### src/rtl/spi_dual_pkg.sv
package spi_dual_pkg;
    localparam int DATA_W = 16;
    localparam int BYTE_W = 8;
    localparam int DIV_W  = 4;
    localparam int CNT_W  = $clog2(2 * DATA_W + 1);

    // control / status word bit positions
    localparam int B_EN     = 0;
    localparam int B_MASTER = 1;
    localparam int B_CPOL   = 2;
    localparam int B_CPHA   = 3;
    localparam int B_LEN16  = 4;
    localparam int B_DIV    = 8;
    localparam int B_BUSY   = 12;
    localparam int B_DONE   = 13;
    localparam int B_OVR    = 14;

    typedef struct packed {
        logic              en;
        logic              master;
        logic              cpol;
        logic              cpha;
        logic              len16;
        logic [DIV_W-1:0]  div;
        logic              busy;
        logic              done;
        logic              ovr;
        logic              unread;
        logic [DATA_W-1:0] sh;
        logic [DATA_W-1:0] rxbuf;
        logic              dout;
        logic              sck;
        logic              sck_prev;
        logic [CNT_W-1:0]  cnt;
    } ctl_state_t;

    function automatic logic lead_bit(input logic [DATA_W-1:0] v, input logic l16);
        return l16 ? v[DATA_W-1] : v[BYTE_W-1];
    endfunction
endpackage

### src/rtl/spi_sync2.sv
module spi_sync2 #(
    parameter int          W       = 3,
    parameter int          STAGES  = 2,
    parameter logic [W-1:0] RST_VAL = '0
) (
    input  logic         clk,
    input  logic         rst_n,
    input  logic [W-1:0] din,
    output logic [W-1:0] dout
);
    logic [W-1:0] stg_q [STAGES];

    always_ff @(posedge clk or negedge rst_n) begin
        if (!rst_n) stg_q[0] <= RST_VAL;
        else        stg_q[0] <= din;
    end

    for (genvar s = 1; s < STAGES; s++) begin : g_stage
        always_ff @(posedge clk or negedge rst_n) begin
            if (!rst_n) stg_q[s] <= RST_VAL;
            else        stg_q[s] <= stg_q[s-1];
        end
    end

    assign dout = stg_q[STAGES-1];
endmodule

### src/rtl/spi_baud.sv
module spi_baud #(
    parameter int W = 4
) (
    input  logic         clk,
    input  logic         rst_n,
    input  logic         run,
    input  logic [W-1:0] div,
    output logic         tick
);
    logic [W-1:0] cnt_d, cnt_q;

    always_comb begin
        tick  = run && (cnt_q == div);
        cnt_d = cnt_q + 1'b1;
        if (!run || tick) cnt_d = '0;
    end

    always_ff @(posedge clk or negedge rst_n) begin
        if (!rst_n) cnt_q <= '0;
        else        cnt_q <= cnt_d;
    end
endmodule

### src/rtl/spi_dual_ctrl.sv
module spi_dual_ctrl
    import spi_dual_pkg::*;
#(
    parameter int SYNC_STAGES = 2
) (
    input  logic        clk,
    input  logic        rst_n,
    input  logic        cpu_sel,
    input  logic        cpu_wr,
    input  logic        cpu_addr,
    input  logic [15:0] cpu_wdata,
    output logic [15:0] cpu_rdata,
    output logic        sck_o,
    output logic        ssel_n_o,
    output logic        mosi_o,
    input  logic        miso_i,
    input  logic        sck_i,
    input  logic        ssel_n_i,
    input  logic        mosi_i,
    output logic        miso_o
);
    ctl_state_t d, q;

    logic       s_sck, s_ssel_n, s_mosi;
    logic       tick;
    logic       wr_ctrl, wr_data, rd_data;
    logic       edge_ev, rx_in, sample;
    logic [CNT_W-1:0] last_edge;
    logic [15:0] status;

    // slave inputs: {sck, ssel_n, mosi}; select rests inactive at reset
    spi_sync2 #(.W(3), .STAGES(SYNC_STAGES), .RST_VAL(3'b010)) u_sync (
        .clk  (clk),
        .rst_n(rst_n),
        .din  ({sck_i, ssel_n_i, mosi_i}),
        .dout ({s_sck, s_ssel_n, s_mosi})
    );

    spi_baud #(.W(DIV_W)) u_baud (
        .clk  (clk),
        .rst_n(rst_n),
        .run  (q.en && q.master && q.busy),
        .div  (q.div),
        .tick (tick)
    );

    assign wr_ctrl   = cpu_sel && cpu_wr && !cpu_addr;
    assign wr_data   = cpu_sel && cpu_wr && cpu_addr;
    assign rd_data   = cpu_sel && !cpu_wr && cpu_addr;
    assign last_edge = q.len16 ? CNT_W'(2 * DATA_W) : CNT_W'(2 * BYTE_W);
    assign sample    = (q.cnt[0] == q.cpha);

    always_comb begin
        d          = q;
        d.sck_prev = s_sck;
        edge_ev    = 1'b0;
        rx_in      = 1'b0;

        if (wr_ctrl) begin
            d.en     = cpu_wdata[B_EN];
            d.master = cpu_wdata[B_MASTER];
            d.cpol   = cpu_wdata[B_CPOL];
            d.cpha   = cpu_wdata[B_CPHA];
            d.len16  = cpu_wdata[B_LEN16];
            d.div    = cpu_wdata[B_DIV +: DIV_W];
            if (cpu_wdata[B_DONE]) d.done = 1'b0;
            if (cpu_wdata[B_OVR])  d.ovr  = 1'b0;
        end
        if (rd_data) d.unread = 1'b0;

        if (!q.en) begin
            d.busy = 1'b0;
            d.cnt  = '0;
            d.sck  = q.cpol;
            if (wr_data) d.sh = cpu_wdata;
            d.dout = lead_bit(d.sh, q.len16);
        end else if (q.master) begin
            rx_in   = miso_i;
            edge_ev = q.busy && tick;
            if (!q.busy) begin
                d.sck = q.cpol;
                d.cnt = '0;
                if (wr_data) begin
                    d.sh   = cpu_wdata;
                    d.busy = 1'b1;
                end
                d.dout = lead_bit(d.sh, q.len16);
            end
        end else begin
            rx_in   = s_mosi;
            edge_ev = !s_ssel_n && (s_sck != q.sck_prev);
            d.sck   = q.cpol;
            if (s_ssel_n) begin
                d.busy = 1'b0;
                d.cnt  = '0;
                if (wr_data && !q.busy) d.sh = cpu_wdata;
                d.dout = lead_bit(d.sh, q.len16);
            end else begin
                d.busy = 1'b1;
            end
        end

        if (edge_ev) begin
            if (q.master) d.sck = ~q.sck;
            if (sample) begin
                if (q.len16) d.sh = {q.sh[DATA_W-2:0], rx_in};
                else         d.sh[BYTE_W-1:0] = {q.sh[BYTE_W-2:0], rx_in};
            end else begin
                d.dout = lead_bit(q.sh, q.len16);
            end
            d.cnt = q.cnt + 1'b1;
            if (d.cnt == last_edge) begin
                d.cnt   = '0;
                d.rxbuf = q.len16 ? d.sh : {{(DATA_W-BYTE_W){1'b0}}, d.sh[BYTE_W-1:0]};
                d.done  = 1'b1;
                if (q.unread && !rd_data) d.ovr = 1'b1;
                d.unread = 1'b1;
                if (q.master) d.busy = 1'b0;
            end
        end
    end

    always_ff @(posedge clk or negedge rst_n) begin
        if (!rst_n) q <= '0;
        else        q <= d;
    end

    always_comb begin
        status                  = '0;
        status[B_EN]            = q.en;
        status[B_MASTER]        = q.master;
        status[B_CPOL]          = q.cpol;
        status[B_CPHA]          = q.cpha;
        status[B_LEN16]         = q.len16;
        status[B_DIV +: DIV_W]  = q.div;
        status[B_BUSY]          = q.busy;
        status[B_DONE]          = q.done;
        status[B_OVR]           = q.ovr;
    end

    assign cpu_rdata = cpu_addr ? q.rxbuf : status;
    assign sck_o     = (q.en && q.master) ? q.sck : 1'b0;
    assign ssel_n_o  = !(q.en && q.master && q.busy);
    assign mosi_o    = q.en && q.master && q.busy && q.dout;
    assign miso_o    = q.en && !q.master && !s_ssel_n && q.dout;
endmodule

### config.mk
export PLATFORM = sky130hd
export DESIGN_NAME = spi_dual_ctrl
export DESIGN_NICKNAME = d
export VERILOG_FILES = /design/src/rtl/spi_dual_pkg.sv /design/src/rtl/spi_sync2.sv /design/src/rtl/spi_baud.sv /design/src/rtl/spi_dual_ctrl.sv
export SDC_FILE = /design/constraint.sdc
export NUM_CORES = 1
export LEC_CHECK = 0
export BUFFER_PORTS_ARGS = -buffer_cell sky130_fd_sc_hd__buf_2
export CORE_ASPECT_RATIO = 1.5
export CORE_MARGIN = 2
export CORE_UTILIZATION = 56
export DETAILED_ROUTE_END_ITERATION = 12
export PLACE_DENSITY = 0.77
export SYNTH_ARGS = -nofsm -noshare
export SYNTH_HDL_FRONTEND = slang
export SYNTH_SLANG_ARGS = --single-unit
### constraint.sdc
create_clock -name clk -period 4.4 [get_ports clk]
set_input_delay 0.44 -clock clk [delete_from_list [all_inputs] [get_ports clk]]
set_output_delay 0.44 -clock clk [all_outputs]
set_load 0.1 [all_outputs]
==> impl_metrics.py <==
metrics = {
    "worst_setup_path": {
        "critical_path.slowest_cell": "dfrtp_1",
        "cp-end-kind": "output port",
        "crit_buf_inv": 1,
        "max_stage_delay_ns": 0.81,
        "crit_start": "q[53]",
        "cpLargestDelayFamily": "simple AND/OR/NAND/NOR gates",
        "cp-start-kind": "flop",
        "cp_data_required_time_ns": 3.96,
        "reg2reg_from": "q[49]",
        "r2r_setup_slack_ns": 1.65,
        "worst-path-max-fanout": 22,
        "cp.arrival_ns": 2.44,
        "path_cells": "nand2b_1 > nor2_1 > buf_2",
        "crit_type": "flop to output port",
    },
    "finish": {
        "fin_nets": 417,
        "synthToLayoutAreaGrowth_pct": 9.63,
        "final_area_um2": 4100,
        "layout.cells.non_filler": 471,
        "antenna_cells": 0,
        "drive_above_1_share_pct": 29.9,
        "fillers": 550,
    },
    "synthesis": {
        "synth_edf_count": 0,
        "yosysUniqueCellTypes": 55,
        "synth_area_leaders": "dfrtp_1 41%, mux2_2 11%, o21ai_0 4.1%",
        "synth.ff_latch_count": 64,
        "avgSynthCellArea_um2": 10.4,
        "yosysTopAreaCellShare_pct": 41.4,
        "yosysMostFrequentCell": "dfrtp_1",
        "yosys_warnings": 0,
        "synthCells": 359,
        "seq_area_frac_synth_pct": 42.8,
        "async_reset_ff_share_pct": 100,
        "synth_common_cells": "62 x dfrtp_1, 35 x mux2_2, 31 x o21ai_0",
        "synth_nets": 386,
        "ys.flop_type": "dfrtp_1",
        "yosys.area.top_type": "dfrtp_1",
        "netlist_area_um2": 3740,
    },
    "pwr": {
        "p_leak_nw": 1.74,
        "ir_drop_mv": 0.260,
        "p_per_area_nw_per_um2": 460,
    },
    "die": {
        "die_h_um": 104,
        "core_area_um2": 6490,
        "start_util_pct": 57.7,
        "io_pins": 45,
        "die_w_um": 70.8,
        "num_rows": 36,
        "die_area_um2": 7370,
    },
    "sta": {
        "min_period_ns": 2.88,
        "hold_slack_ns": 0.189,
        "worst_slack_ns": 1.52,
        "fin_crit_sh_pct": 65.4,
        "skew_ns": 0.00860,
        "setup_tns_ns": 0,
        "slew_violations": 0,
        "finalHoldViolations": 0,
        "max_clock_freq_mhz": 348,
        "max_slew_margin_pct": 34.4,
        "tightest_slew_ns": 0.971,
        "rsz0062_at_grt": "false",
        "setup_viol": 0,
    },
    "placement": {
        "portBuffers": 44,
        "place_ws_ns": 1.71,
        "hpwl_um": 6320,
        "dp_cells": 455,
        "place_congestion": 0.877,
        "dpl_cell_area_um2": 3940,
    },
    "global_routing": {
        "overflow": 0,
        "grt_pass1_wl_um": 15100,
        "first_global_vias": 3107,
        "track_usage_pct": 26.3,
        "antenna_found_initial": 0,
        "grt_max_degree": 65,
    },
    "route": {
        "via_count": 3095,
        "ant_nets": 0,
        "via_per_inst": 6.57,
        "drt_pass1_iterations": 8,
        "routed.top_layer": "met4",
        "post_drt_wl_per_cell_um": 19.8,
        "dr.first_iter.drc_count": 229,
        "route.met2.wl_um": 4840,
        "route.met3.wl_um": 763,
        "drc": 0,
        "finalWirelength_um": 9320,
        "wl_met1_um": 3460,
    },
    "clock_tree": {
        "post-cts-setup-buffers": 0,
        "cts.sink_count": 64,
        "cts_tree": "built",
        "cts_max_path_buffers": 2,
        "insertion_delay_ns": 0.35,
        "cts_resized": 0,
        "path_clk_slew_ns": 0.06,
        "postCtsHoldBufs": 0,
        "cts_buffers": 9,
        "cts-htree-levels": 3,
        "root_buffer": "clkbuf_8",
    },
    "min_path": {
        "hold_class": "input pin to flop",
        "hp-start": "ssel_n_i",
    },
    "outcome": {
        "status": "complete, no violations",
    },
    "run": {
        "maxCapViolCount": 0,
    },
}
per-layer routing:
layer / track usage, % / vias up
li1: - / 1398
met5: 0 / -
met1: 31.5 / 1511
met3: 6.30 / 29
met2: 44.1 / 157
met4: 11.9 / 0
final cells by class:
cell class / count / area (µm²) / share of cell area [%]
Clock buffer: 15 / 156 / 3.81
Timing Repair Buffer: 47 / 243 / 5.91
Sequential cell: 64 / 1600 / 39.1
Multi-Input combinational cell: 257 / 1960 / 47.7
Clock inverter: 1 / 5.00 / 0.122
Inverter: 11 / 41.3 / 1.01
Tap cell: 76 / 95.1 / 2.32
path summary, 6_finish.rpt:
kind,depth (start not counted),to
max,3,miso_o
min,1,u_sync.stg_q[4]
max reg2reg,5,q[16]
min reg2reg,0,u_sync.dout[2]
max in group asynchronous,2,q[3]
min in group asynchronous,2,q[46]
cells by family after synthesis:
logic type	synth area share (%)
muxes	15.8
adders and majority gates	0.668
DFF	42.8
buffers and inverters	4.81
xor gates and xnor gates	2.81
and+or+nand+nor	11.4
AOI/OAI and AO/OA	21.6
cells in the final DEF (no fill, tap or decap), types with 6 or more instances in the layout:
| master | synthesis | layout |
|---|---|---|
| dfrtp_1 | 62 | 62 |
| buf_2 | 9 | 44 |
| mux2_2 | 35 | 35 |
| o21ai_0 | 31 | 31 |
| nor2_1 | 26 | 26 |
| nand2_1 | 20 | 20 |
| o221ai_1 | 14 | 14 |
| a22o_1 | 13 | 13 |
| mux2i_1 | 12 | 12 |
| inv_1 | 11 | 11 |
| clkbuf_8 | 0 | 10 |
| nor3_1 | 9 | 9 |
| o22ai_1 | 8 | 8 |
| a31oi_1 | 8 | 8 |
| xor2_1 | 7 | 7 |
| o2bb2ai_1 | 7 | 7 |
| o31ai_2 | 6 | 6 |
power by group:
| part | switching [mW] | internal [mW] | leakage [nW] | total, mW |
|---|---|---|---|---|
| clock network | 0.222 | 0.220 | 0.0817 | 0.442 |
| logic | 0.390 | 0.245 | 0.902 | 0.635 |
| registers | 0.134 | 0.676 | 0.759 | 0.809 |
| total | 0.745 | 1.14 | 1.74 | 1.89 |
stage by stage:
step	util, %	total power, mW
3_3_place_gp	60.8	1.42
5_1_grt	63.3	1.98
4_1_cts	63.3	1.89
2_1_floorplan	-	1.29
6_report	63.3	1.89
3_5_place_dp	60.8	1.44
flip-flops by register name, summed over array words and instances (netlist names):
| name | flops |
|---|---|
| q | 54 |
| u_baud.cnt_q | 4 |
| u_sync.dout | 3 |
| u_sync.stg_q | 3 |
No activity file was read; power rests on OpenSTA's default activity.
